**src/rtl/scl_stretch_pkg.sv**
```systemverilog
package scl_stretch_pkg;
  localparam int unsigned PRE_W  = 16;
  localparam int unsigned CNT_W  = 12;
  localparam int unsigned N_FLAG = 3;

  // bit position of each flag inside the flag bank vectors
  typedef enum int unsigned {
    FLG_WAIT   = 0,
    FLG_LONG   = 1,
    FLG_CLKERR = 2
  } flag_idx_e;
endpackage

```
**src/rtl/scl_rst_sync.sv**
```systemverilog
module scl_rst_sync #(
  parameter int unsigned STAGES = 2
) (
  input  logic clk,
  input  logic rst_n,
  output logic rst_n_sync
);
  logic [STAGES-1:0] sh_q;
  logic [STAGES-1:0] sh_d;

  always_comb begin
    sh_d = {sh_q[STAGES-2:0], 1'b1};
  end

  always_ff @(posedge clk or negedge rst_n) begin
    if (!rst_n) sh_q <= '0;
    else        sh_q <= sh_d;
  end

  assign rst_n_sync = sh_q[STAGES-1];
endmodule

```
**src/rtl/scl_stretch_det.sv**
```systemverilog
module scl_stretch_det (
  input  logic clk,
  input  logic rst_n,
  input  logic active_i,
  input  logic scl_rel_i,
  input  logic scl_in_i,
  output logic stretch_o,
  output logic scl_high_o
);
  logic scl_q, scl_d;
  logic rel_q, rel_d;

  always_comb begin
    scl_d = scl_in_i;
    rel_d = scl_rel_i;
  end

  always_ff @(posedge clk or negedge rst_n) begin
    if (!rst_n) begin
      scl_q <= 1'b1;
      rel_q <= 1'b0;
    end else begin
      scl_q <= scl_d;
      rel_q <= rel_d;
    end
  end

  // released last cycle and still released, yet line sampled low
  assign stretch_o  = active_i & scl_rel_i & rel_q & ~scl_q;
  assign scl_high_o = scl_q;
endmodule

```
**src/rtl/scl_stretch_timer.sv**
```systemverilog
module scl_stretch_timer #(
  parameter int unsigned PRE_W = 16,
  parameter int unsigned CNT_W = 12
) (
  input  logic             clk,
  input  logic             rst_n,
  input  logic             run_i,
  input  logic             clear_i,
  input  logic [PRE_W-1:0] prescale_i,
  input  logic [CNT_W-1:0] try_lim_i,
  output logic [CNT_W-1:0] cnt_o,
  output logic             over_o
);
  localparam logic [CNT_W-1:0] CNT_MAX = {CNT_W{1'b1}};

  logic [PRE_W-1:0] pre_q, pre_d;
  logic [CNT_W-1:0] cnt_q, cnt_d;
  logic             pre_en, cnt_en;
  logic             tick;
  logic [PRE_W:0]   pre_inc;

  always_comb begin
    pre_inc = {1'b0, pre_q} + {{PRE_W{1'b0}}, 1'b1};
    tick    = (pre_inc >= {1'b0, prescale_i});
    pre_en  = clear_i | run_i;
    cnt_en  = clear_i | (run_i & tick & (cnt_q != CNT_MAX));
    pre_d   = pre_q;
    cnt_d   = cnt_q;
    if (clear_i) begin
      pre_d = '0;
      cnt_d = '0;
    end else if (run_i) begin
      if (tick) begin
        pre_d = '0;
        cnt_d = cnt_q + {{(CNT_W-1){1'b0}}, 1'b1};
      end else begin
        pre_d = pre_inc[PRE_W-1:0];
      end
    end
  end

  always_ff @(posedge clk or negedge rst_n) begin
    if (!rst_n)      pre_q <= '0;
    else if (pre_en) pre_q <= pre_d;
  end

  always_ff @(posedge clk or negedge rst_n) begin
    if (!rst_n)      cnt_q <= '0;
    else if (cnt_en) cnt_q <= cnt_d;
  end

  assign cnt_o  = cnt_q;
  assign over_o = (cnt_q > try_lim_i);
endmodule

```
**src/rtl/scl_flag_bank.sv**
```systemverilog
module scl_flag_bank #(
  parameter int unsigned NF = 3
) (
  input  logic          clk,
  input  logic          rst_n,
  input  logic [NF-1:0] set_i,
  input  logic [NF-1:0] clr_i,
  input  logic [NF-1:0] ie_i,
  output logic [NF-1:0] flag_o,
  output logic          irq_o
);
  logic [NF-1:0] flg_q;

  for (genvar g = 0; g < NF; g++) begin : g_flag
    logic d, en;
    always_comb begin
      en = set_i[g] | clr_i[g];
      d  = set_i[g];
    end
    always_ff @(posedge clk or negedge rst_n) begin
      if (!rst_n)  flg_q[g] <= 1'b0;
      else if (en) flg_q[g] <= d;
    end
  end

  assign flag_o = flg_q;
  assign irq_o  = |(flg_q & ie_i);
endmodule

```
**src/rtl/scl_stretch_mon.sv**
```systemverilog
module scl_stretch_mon
  import scl_stretch_pkg::*;
#(
  parameter int unsigned PW = PRE_W,
  parameter int unsigned CW = CNT_W
) (
  input  logic          clk,
  input  logic          rst_n,
  input  logic          active_i,
  input  logic          scl_rel_i,
  input  logic          scl_in_i,
  input  logic          ack_phase_i,
  input  logic [PW-1:0] prescale_i,
  input  logic [CW-1:0] try_lim_i,
  input  logic          wait_ie_i,
  input  logic          long_ie_i,
  input  logic          clkerr_ie_i,
  input  logic          wait_clr_i,
  input  logic          long_clr_i,
  input  logic          clkerr_clr_i,
  output logic          wait_flag_o,
  output logic          long_flag_o,
  output logic          clkerr_flag_o,
  output logic          pause_o,
  output logic [CW-1:0] stretch_cnt_o,
  output logic          irq_o
);
  logic              rst_n_s;
  logic              stretch, scl_high, over;
  logic [N_FLAG-1:0] fset, fclr, fie, flag;

  scl_rst_sync #(.STAGES(2)) u_rst (
    .clk(clk), .rst_n(rst_n), .rst_n_sync(rst_n_s)
  );

  scl_stretch_det u_det (
    .clk(clk), .rst_n(rst_n_s), .active_i(active_i),
    .scl_rel_i(scl_rel_i), .scl_in_i(scl_in_i),
    .stretch_o(stretch), .scl_high_o(scl_high)
  );

  scl_stretch_timer #(.PRE_W(PW), .CNT_W(CW)) u_tmr (
    .clk(clk), .rst_n(rst_n_s), .run_i(stretch),
    .clear_i(scl_high | ~active_i), .prescale_i(prescale_i),
    .try_lim_i(try_lim_i), .cnt_o(stretch_cnt_o), .over_o(over)
  );

  always_comb begin
    fset             = '0;
    fclr             = '0;
    fie              = '0;
    fset[FLG_WAIT]   = stretch;
    fset[FLG_LONG]   = over;
    fset[FLG_CLKERR] = stretch & ack_phase_i;
    fclr[FLG_WAIT]   = wait_clr_i;
    fclr[FLG_LONG]   = long_clr_i;
    fclr[FLG_CLKERR] = clkerr_clr_i;
    fie[FLG_WAIT]    = wait_ie_i;
    fie[FLG_LONG]    = long_ie_i;
    fie[FLG_CLKERR]  = clkerr_ie_i;
  end

  scl_flag_bank #(.NF(N_FLAG)) u_flags (
    .clk(clk), .rst_n(rst_n_s), .set_i(fset), .clr_i(fclr),
    .ie_i(fie), .flag_o(flag), .irq_o(irq_o)
  );

  assign wait_flag_o   = flag[FLG_WAIT];
  assign long_flag_o   = flag[FLG_LONG];
  assign clkerr_flag_o = flag[FLG_CLKERR];
  assign pause_o       = stretch;
endmodule

```
**config.mk**
```make
export PLATFORM = sky130hd
export DESIGN_NAME = scl_stretch_mon
export DESIGN_NICKNAME = d
export VERILOG_FILES = /design/src/rtl/scl_stretch_pkg.sv /design/src/rtl/scl_rst_sync.sv /design/src/rtl/scl_stretch_det.sv /design/src/rtl/scl_stretch_timer.sv /design/src/rtl/scl_flag_bank.sv /design/src/rtl/scl_stretch_mon.sv
export SDC_FILE = /design/constraint.sdc
export NUM_CORES = 1
export LEC_CHECK = 0
export ABC_AREA = 1
export CAP_MARGIN = 20
export CORE_MARGIN = 5
export CORE_UTILIZATION = 65
export CTS_BUF_LIST = sky130_fd_sc_hd__clkbuf_4
export DETAILED_ROUTE_END_ITERATION = 8
export DONT_BUFFER_PORTS = 1
export MAX_ROUTING_LAYER = met4
export PLACE_DENSITY = 0.86
export SYNTH_ARGS = -nofsm -noshare
export SYNTH_HDL_FRONTEND = slang
export SYNTH_SLANG_ARGS = --single-unit
```
**constraint.sdc**
```tcl
create_clock -name clk -period 1.4 [get_ports clk]
set_clock_uncertainty 0.15 [all_clocks]
set_input_delay 0.14 -clock clk [delete_from_list [all_inputs] [get_ports clk]]
set_output_delay 0.14 -clock clk [all_outputs]
set_load 0.1 [all_outputs]
```
==> results by stage, run 1 <==
Run status:
- The flow did not finish.
- The last stage reached is clock tree synthesis.
- The tool reported: "[ERROR DPL-0038] Utilization greater than 100%, impossible to legalize".

Placement:
- Buffers placed on the I/O ports in this run total 0.
- The post-placement cell count is about 500.
- Routability-driven placement finished with a final weighted congestion of 0.9114.
- The detailed-placement wirelength estimate is between 6000 and 7000 microns.

Yosys:
- Counting every net in the synthesized netlist gives approximately 460.
- The synthesized netlist contains 33 unique library cells.
- The post-synthesis instance area is 2764 sq um.
- In the post-synthesis netlist, the biggest area contributors are dfrtp_1 31%, nand2_1 15%, ha_1 14%.
- Of the total synthesized cell area, the portion taken by AND, OR, NAND and NOR gates is 0.3201.
- The largest family of logic cells by synthesized area is simple AND/OR/NAND/NOR gates.
- The primary flip-flop cell chosen by synthesis mapping is dfrtp_1.
- Of the total synthesized cell area, the portion taken by XOR and XNOR cells is 0.06655.
- The area share of fa/ha/maj cells after synthesis is 0.1358.
- Of the post-synthesis cell area, the part taken by muxes is 0.
- The area fraction in compound gates after synthesis was 0.04663.
- During synthesis, Yosys emitted a total of 0 warnings.
- The share of flip-flops with an asynchronous set or reset after synthesis is 1.000.
- Sorting the synthesized cells by how often they occur yields 114 x nand2_1, 68 x inv_1, 34 x dfrtp_1.
- The synthesized instance count is 386.
- Counting flops and latches in the post-synthesis netlist gives 35.
- The share of synthesized area occupied by flip-flops and latches is 0.3173.
- The area share of the largest cell type after synthesis is 0.3078.
- The number of synthesized flops with an enable pin is 0.
- The average size of a mapped cell is 7.160 sq um.
- In the post-synthesis netlist, the cell with the most instances is nand2_1.
- The biggest area contributor in the post-synthesis netlist is dfrtp_1.

Clocking:
- The clock sink total is 35.
- The buffer type at the clock tree root is clkbuf_4.
- The clock tree synthesis step divided the H-tree into 2 levels.
- After clock tree synthesis, the setup repair step added 11 buffers.
- The number of gates resized after cts is between 50 and 60.
- Clock tree synthesis inserted a total of 5 buffers.
- The maximum count of clock buffers along a single path is 2.
- Hold repair after CTS inserted 9 buffers.

Floorplanning:
- In this run the horizontal extent of the chip is 75.21 microns.
- In this run the vertical extent of the chip is 75.21 microns.
- The cell row count is 23.
- The initial utilization of the core area, before any placement, comes to 0.6812.
- The number of placed I/O pins is 57.
[cells by family after synthesis]
kind of cell / Yosys count
AO/OA/AOI/OAI: 23
other: 1
flip-flops: 35
XOR/XNOR: 21
AND/OR/NAND/NOR: 199
adder cells (fa/ha/maj): 30
buffers and inverters: 77
[through the flow]
| step | cell area [sq um] | hold WS, ns | setup slack, ns |
|---|---|---|---|
| after floorplan | 2919 | -0.3056 | -1.088 |
| after global placement | 3571 | -0.3055 | -1.304 |
| after detailed placement | 3571 | -0.3055 | -1.502 |
==> inputs of run 2 (changes only) <==
--- a/config.mk
+++ b/config.mk
@@ -8,12 +8,10 @@
 export ABC_AREA = 1
 export CAP_MARGIN = 20
 export CORE_MARGIN = 5
-export CORE_UTILIZATION = 65
-export CTS_BUF_LIST = sky130_fd_sc_hd__clkbuf_4
+export CORE_UTILIZATION = 40
 export DETAILED_ROUTE_END_ITERATION = 8
 export DONT_BUFFER_PORTS = 1
-export MAX_ROUTING_LAYER = met4
-export PLACE_DENSITY = 0.86
+export PLACE_DENSITY_LB_ADDON = 0.15
 export SYNTH_ARGS = -nofsm -noshare
 export SYNTH_HDL_FRONTEND = slang
 export SYNTH_SLANG_ARGS = --single-unit
==> results by stage, run 2 <==
Yosys:
- The cell with the most instances after synthesis is nand2_1 (unchanged).
- The number of unique standard cell types used by synthesis is 33 (unchanged).
- Cell types with the highest counts after synthesis: 114 x nand2_1, 68 x inv_1, 34 x dfrtp_1 (unchanged).
- The primary flip-flop cell chosen by synthesis mapping is dfrtp_1 (unchanged).
- The average size of a mapped cell is 7.160 sq um (unchanged).
- The cell accounting for the most synthesized area is dfrtp_1 (unchanged).
- The post-synth net total is 456 (unchanged).
- The share of flip-flops with an asynchronous set or reset after synthesis is 1.000 (unchanged).
- The synthesized instance count is 386 (unchanged).
- The number of warning messages in the yosys log is 0 (unchanged).
- The number of synthesized flops with an enable pin is 0 (unchanged).
- Most area-consuming cells after synthesis: dfrtp_1 31%, nand2_1 15%, ha_1 14% (unchanged).
- The post-synthesis instance area came to 2764 sq um (unchanged).
- The share of synthesized area occupied by flip-flops and latches is 0.3173 (unchanged).
- The area share of the largest cell type after synthesis is 0.3078 (unchanged).
- The number of register bits inferred by synthesis is 35 (unchanged).

Layout:
- For this run, the post-layout net count is between 500 and 600.
- In the layout the commonest cells are 101 x nand2_1, 71 x buf_4, 67 x inv_1, 24 x ha_1, 23 x nand3_1.
- The final design utilization is 0.6224.
- The number of flip-flops under the largest register name is 16.
- In the final layout, the share of cells above drive strength 1 is 0.3462.
- The area growth from synthesis to layout is 52.15%.
- 0 antenna diodes ended up in the layout.
- u_tmr.pre_q holds more flip-flops than any other register.
- The commonest non-fill, non-tap cell in the layout is nand2_1.

Clocking:
- The buffer type at the clock tree root is clkbuf_8 (was clkbuf_4).
- The maximum count of clock buffers along a single path is 2 (unchanged).
- The CTS tree is done.
- The number of levels the H-tree was split into is 2 (unchanged).
- The clock sink total is 35 (unchanged).
- The clock transition at the registers of the reported paths is 0.08 ns.
- The number of CTS-inserted buffers is 5 (unchanged).
- The clock latency at the later pin of the worst-skew pair is between 0.2 and 0.3 ns.

Floorplanning:
- The floorplan step defined a core boundary enclosing ~6800 sq um.
- The width of the die is 93.13 microns (was 75.21 microns).
- The initial standard-cell utilization of the core was 0.4091 (was 0.6812).
- The number of placed I/O pins is 57 (unchanged).
- The cell row count is 30 (was 23).
- The height of the die is 93.13 microns (was 75.21 microns).
- The overall die area is 8672 sq um.

Drt:
- The first-pass iteration count of the detailed router is 4.
- The number of vias in the routed layout is 2780.
- The iteration-0 DRC count of the detailed router is 110.
- In this run the remaining antenna-violating nets after routing total 0.
- The final routed DRC violation total is 0.
- The average detailed-routed wire length per instance is 12.90 microns.
- The routed design has 7368 microns of wire.
- After detailed routing, the number of vias per cell comes to 4.869.

Power and ir drop:
- The static leakage power is 2.329 nW.
- Across the VDD grid, the largest voltage drop is 0.0004773 V.
- Of the total power, the share spent switching nets is 0.2700.
- Summed over all nets, the switching power comes to 0.5428 mW.
- The design internal power is between 1 and 1.5 mW.
- The register share of total power is 0.512.
- Dividing total power by cell area gives a power density of 478.1 nW/um^2.
- The combinational power share is 0.126.
- The share of total power in the clock network is 0.361.

Critical path:
- In this run the worst path has a maximum fanout of 6.
- The start of the worst register-to-register path is u_tmr.pre_q[1].
- The worst setup path is captured at a register.
- The data arrival time at the worst-slack endpoint is 2.76 ns.
- Setup slack on the worst reg-to-reg path comes out at -1.34 ns.
- The most critical setup path has its endpoint at u_tmr.pre_q[2].
- The endpoint of the worst-slack reg-to-reg timing path is u_tmr.pre_q[2].
- The setup path with the least slack is of type reg -> reg.
- STA classifies the critical path startpoint as a register.
- Measured in cells, the most critical reg-to-reg path has a length of 15.
- For the worst setup path, the data required time is 1.43 ns.
- The critical path starts at u_tmr.pre_q[1].

STA:
- The number of hold violations in the final report is 0.
- Setup violations remaining at the end of the flow were counted as 31.
- The least setup slack across all paths after layout is -1.339 ns.
- On the final layout, the worst hold slack is approximately 0.044 ns.
- Timing would allow up to 365.2 MHz.
- The number of slew-limit violations in the final report is 0.
- The share of the cycle needed by the critical path after routing is 1.956.
- The minimum clock period is 2.739 ns.
- Setup repair after global routing could not meet its margin everywhere.

Flow run:
- Max-cap violations in this run came to 0.

Placement:
- The routability congestion estimate from global placement is 0.9071 (was 0.9114).
- The detailed-placement wirelength estimate was 5565 microns (was 6247 microns).
- The count of buffers inserted at the top-level ports is 0 (unchanged).

Run status:
- The final reports fail on setup timing.
- Result of the run: finished, violations left (was aborted with a tool error).

GRT:
- For this run, the total global-route usage over all layers was measured as 0.1781.
- The wire length of the first global-routing pass is around 13000 microns.
- The pin count of the biggest net entering global routing is 34.
- The global-route congestion overflow total is 0.
- The initial antenna violation count is 0.
- The via count of the first global-routing pass is 2820.

Worst hold path:
- The class of the tightest hold or removal check is in -> reg.
## run 2: cell counts after synthesis
Identical to the previous run, type by type.
## run 2: area by class of cell
class | count | area, sq um
inverter | 69 | 262.8
clock inverter | 1 | 5.005
timing repair buffer | 105 | 993.5
multi-input combinational | 274 | 1844
clock buffer | 7 | 76.32
tap | 80 | 100.1
sequential | 35 | 923.4
fill | 598 | 2551
## run 2: timing repair
item | in CTS | in global routing
setup buffers | 10 | 1
hold buffers | 8 | 0
pin swaps | 12 | 13
resized for setup | 45 | 31
endpoints found under the hold margin | 7 | 0
setup endpoints to repair | 38 | 42
## run 2: critical path, cell delays in order, from the launching register on
cell and delay, ns:
dfrtp_1 0.42, ha_2 0.21, nand2_2 0.06, nor2_4 0.17, nand4_1 0.18, xnor2_2 0.19
ha_1 0.30, nand2_1 0.09, nor3_4 0.21, o21a_1 0.17, nand2_2 0.06, nand2_4 0.12
nor2_4 0.05, buf_6 0.13, nand2_1 0.06, nand2_1 0.05
## run 2: power groups by stage
stage                     Clock [mW]  Combinational [mW]  Sequential, mW
after floorplan                    0               0.119            1.08
after global placement             0               0.208            1.05
after detailed placement           0               0.215            1.05
after CTS                      0.759               0.245            1.03
after global routing           0.805               0.285            1.03
final                          0.727               0.254            1.03
## run 2: routing by layer
metal	vias to the layer above	track usage	part of all wire
li1	1427	-	-
met1	1295	0.2270	0.45
met2	52	0.3107	0.51
met3	6	0.02816	0.029
met4	0	0.05128	0.0092
met5	-	0	0
## run 2: worst min-delay path by stage
stage          slack, ns       from  depth (start not counted)                 to
2_1_floorplan      -0.31      rst_n                          0      u_rst.sh_q[0]
3_3_place_gp       -0.31      rst_n                          0      u_rst.sh_q[0]
3_5_place_dp       -0.31      rst_n                          0      u_rst.sh_q[0]
4_1_cts             0.04  scl_rel_i                          4  u_flags.flag_o[0]
5_1_grt             0.05  scl_rel_i                          4  u_flags.flag_o[0]
6_report            0.04  scl_rel_i                          4  u_flags.flag_o[0]
## run 2: cells by family after synthesis
group	after synthesis	share of synthesized area
XOR/XNOR	21	0.06655
other	1	0.001357
adder cells (fa/ha/maj)	30	0.1358
AO/OA/AOI/OAI	23	0.04663
buffers and inverters	77	0.1123
flip-flops	35	0.3173
AND/OR/NAND/NOR	199	0.3201
## run 2: through the flow
step | TNS [ns] | instances | setup WS [ns] | cell area (sq um) | total power [mW]
6_report | -37.30 | 571 | -1.339 | 4205 | 2.011
5_1_grt | -43.01 | 571 | -1.544 | 4205 | 2.121
4_1_cts | -37.33 | 570 | -1.355 | 4066 | 2.033
3_5_place_dp | -39.53 | 544 | -1.430 | 3649 | 1.265
3_3_place_gp | -37.83 | 544 | -1.366 | 3649 | 1.257
2_1_floorplan | -30.10 | 386 | -1.088 | 2919 | 1.201
No activity file was read; power rests on OpenSTA's default activity.
==> inputs of run 3 (changes only) <==
--- a/config.mk
+++ b/config.mk
@@ -7,11 +7,11 @@
 export LEC_CHECK = 0
 export ABC_AREA = 1
 export CAP_MARGIN = 20
-export CORE_MARGIN = 5
 export CORE_UTILIZATION = 40
 export DETAILED_ROUTE_END_ITERATION = 8
 export DONT_BUFFER_PORTS = 1
 export PLACE_DENSITY_LB_ADDON = 0.15
+export SETUP_SLACK_MARGIN = 0.4
 export SYNTH_ARGS = -nofsm -noshare
 export SYNTH_HDL_FRONTEND = slang
 export SYNTH_SLANG_ARGS = --single-unit
==> results by stage, run 3 (synthesized netlist as in run 2, its figures left out) <==
Placement:
- The standard cell area after detailed placement came to 3666 sq um (was 3649 sq um).
- The detailed-placement wirelength estimate came to 5656 microns (was 5565 microns).
- The count of buffers inserted at the top-level ports is 0 (unchanged).
- The post-placement cell count is 540 (was 544).
- The pre-CTS worst setup slack was -1.448 ns (was -1.430 ns).
- The routability congestion estimate from global placement is 0.8677 (was 0.9071).

Floorplanning:
- The overall die area is 7246 sq um (was 8672 sq um).
- The cell row count is 29 (was 30).
- The number of placed I/O pins is 57 (unchanged).
- The initial standard-cell utilization of the core came to 0.4255 (was 0.4091).
- The height of the die is 85.13 microns (was 93.13 microns).
- The placeable core area is 6495 sq um (was 6756 sq um).
- The width of the die is 85.13 microns (was 93.13 microns).

Layout:
- The post-synthesis to final-layout area growth is 58.62% (was 52.15%).
- The final instance area is 4384 sq um (was 4205 sq um).
- The final net count is 559 (was 560).
- The diode insertion count for antenna repair was 0 (unchanged).
- The count of filler cells inserted in the layout is 519 (was 598).
- The number of cells in the finished layout apart from fillers was 567 (was 571).
- The area of the multi-input gates came to 1891 sq um (was 1844 sq um).
- The register name with the most flops is u_tmr.pre_q (unchanged).
- The sequential cell area is 927.1 sq um (was 923.4 sq um).
- The commonest non-fill, non-tap cell in the layout is nand2_1 (unchanged).
- The number of flip-flops under the largest register name is 16 (unchanged).
- Most frequent cells in the layout: 105 x nand2_1, 66 x inv_1, 58 x buf_4, 23 x ha_1, 21 x nand3_1 (was 101 x nand2_1, 71 x buf_4, 67 x inv_1, 24 x ha_1, 23 x nand3_1).
- The fraction of final layout cells sized beyond drive strength 1 is 0.3592 (was 0.3462).

Power and ir drop:
- The static leakage power was 2.373 nW (was 2.329 nW).
- The worst supply voltage drop on vdd was 0.0005942 V (was 0.0004773 V).
- The power density of the placed cells is 468.6 nW/um^2 (was 478.1 nW/um^2).

Drt:
- The top routing layer in use is met4 (unchanged).
- The final routed DRC violation total was 0 (unchanged).
- The iteration-0 DRC count of the detailed router is 230 (was 110).
- The first-pass iteration count of the detailed router came to 4 (unchanged).
- The total met3 wirelength after detailed routing is 536 microns (was 213 microns).
- The number of vias in the routed layout is 2876 (was 2780).
- The routed metal-1 wire length is 3381 microns (was 3326 microns).
- The average detailed-routed wire length per instance is 14.21 microns (was 12.90 microns).
- The number of vias per cell is 5.072 (was 4.869).
- The post-route antenna net violation count is 0 (unchanged).
- The routed wire length on met2 is 4031 microns (was 3759 microns).
- The aggregate routed wire length was 8055 microns (was 7368 microns).

Critical path:
- The worst setup slack for register-to-register paths is -1.38 ns (was -1.34 ns).
- The start of the worst register-to-register path was u_tmr.pre_q[1] (unchanged).
- The type of origin of the critical path is a register (unchanged).
- The capturing element type of the critical path was a register (unchanged).
- The maximum fanout along the worst path came to 7 (was 6).
- The data arrival time at the worst-slack endpoint was 2.80 ns (was 2.76 ns).
- The data required time of the worst path is 1.43 ns (about the same).
- The worst setup path category is reg -> reg (unchanged).
- The worst reg2reg path depth is 17 (was 15).
- The endpoint of the worst-slack reg-to-reg timing path is u_tmr.pre_q[9] (was u_tmr.pre_q[2]).

STA:
- The number of hold violations in the final report is 0 (unchanged).
- RSZ-0062 raised after global routing: true (unchanged).
- The final setup violation count is 33 (was 31).
- The top achievable clock speed was 359.9 MHz (was 365.2 MHz).
- The minimum clock period is 2.778 ns (was 2.739 ns).
- The setup TNS is -38.14 ns (was -37.30 ns).
- The least setup slack across all paths after layout is -1.378 ns (was -1.339 ns).
- The number of slew-limit violations in the final report is 0 (unchanged).
- The final hold slack was 0.06290 ns (was 0.04377 ns).
- The share of the cycle needed by the critical path after routing is 1.984 (was 1.956).

Clocking:
- The clock latency at the later pin of the worst-skew pair is 0.29 ns (about the same).
- The maximum count of clock buffers along a single path is 2 (unchanged).
- The buffer type at the clock tree root is clkbuf_8 (unchanged).
- The clock sink total is 35 (unchanged).
- The CTS tree is done (unchanged).
- The number of levels the H-tree was split into was 2 (unchanged).
- The number of CTS-inserted buffers was 5 (unchanged).
- The clock transition at the registers of the reported paths came to 0.08 ns (about the same).

Worst hold path:
- The class of the tightest hold or removal check is reg -> async (was in -> reg).

GRT:
- The via count of the first global-routing pass was 2901 (was 2820).
- The global-route congestion overflow total is 0 (unchanged).
- The initial antenna violation count is 0 (unchanged).
- The wire length of the first global-routing pass was 13140 microns (was 12510 microns).
- The global router's overall resource usage is 0.2323 (was 0.1781).
- The pin count of the biggest net entering global routing is 34 (unchanged).

Run status:
- Result of the run: finished, violations left (unchanged).
- Failing checks: setup timing (unchanged).

Flow run:
- The max-capacitance violation count is 0 (unchanged).
-- run 3: cell count changes in the layout (fill, tap and decap cells not counted), moves of 4 or more --
cell	before	now
buf_12	10	19
nand2_2	13	8
nand2_1	101	105
buf_4	71	58
-- run 3: power by group --
part	total (mW)	internal, mW	switching (mW)
Sequential	1.03	1.02	0.0101
Clock	0.737	0.341	0.396
Combinational	0.285	0.115	0.170
-- run 3: what timing repair did --
item                                    in CTS  in global routing
endpoints found under the setup margin      48                 48
hold buffers                                 8                  0
gates cloned                                 0                  1
resized for setup                           68                 37
buffers inserted                             7                  3
pin swaps                                   12                 11
endpoints found under the hold margin        7                  0
-- run 3: how the worst max path moves through the flow --
| stage | from | to | slack (ns) |
|---|---|---|---|
| 6_report | u_tmr.pre_q[1] | u_tmr.pre_q[9] | -1.38 |
| 5_1_grt | u_tmr.pre_q[1] | u_tmr.pre_q[5] | -1.54 |
| 4_1_cts | u_tmr.pre_q[1] | u_tmr.pre_q[12] | -1.40 |
| 3_5_place_dp | u_tmr.pre_q[0] | u_tmr.pre_q[12] | -1.45 |
| 3_3_place_gp | u_tmr.pre_q[0] | u_tmr.cnt_o[4] | -1.37 |
| 2_1_floorplan | u_tmr.pre_q[0] | u_tmr.pre_q[8] | -1.09 |
-- run 3: final cells by class --
class	count	share of cell area
sequential	35	0.2115
timing repair buffer	104	0.2563
tap	77	0.02197
inverter	69	0.05993
multi-input combinational	274	0.4312
clock buffer	5	0.01570
clock inverter	3	0.003425
-- run 3: through the flow --
| stage | power [mW] | utilization |
|---|---|---|
| final | 2.054 | 0.6750 |
| after global routing | 2.158 | 0.6750 |
| after detailed placement | 1.275 | 0.5644 |
| after global placement | 1.270 | 0.5644 |
| after floorplan | 1.203 | - |
| after CTS | 2.052 | 0.6400 |
-- run 3: critical path: stages (launching register included) --
cell and delay, ns:
dfrtp_1 0.38, ha_2 0.20, nand2_2 0.06, nor2_4 0.16
buf_6 0.13, nand3_2 0.08, xor2_1 0.15, inv_1 0.10
ha_4 0.29, nand2_4 0.05, nor3_4 0.21, o21a_1 0.19
nand2_2 0.07, nand2_4 0.12, nor2_4 0.07, buf_12 0.14
nand2_1 0.06, nand2_1 0.06
-- run 3: per-layer routing --
layer,vias to the layer above,GRT usage
met5,-,0
met4,0,0.07396
met3,9,0.03891
met2,91,0.3996
met1,1346,0.2973
li1,1430,-
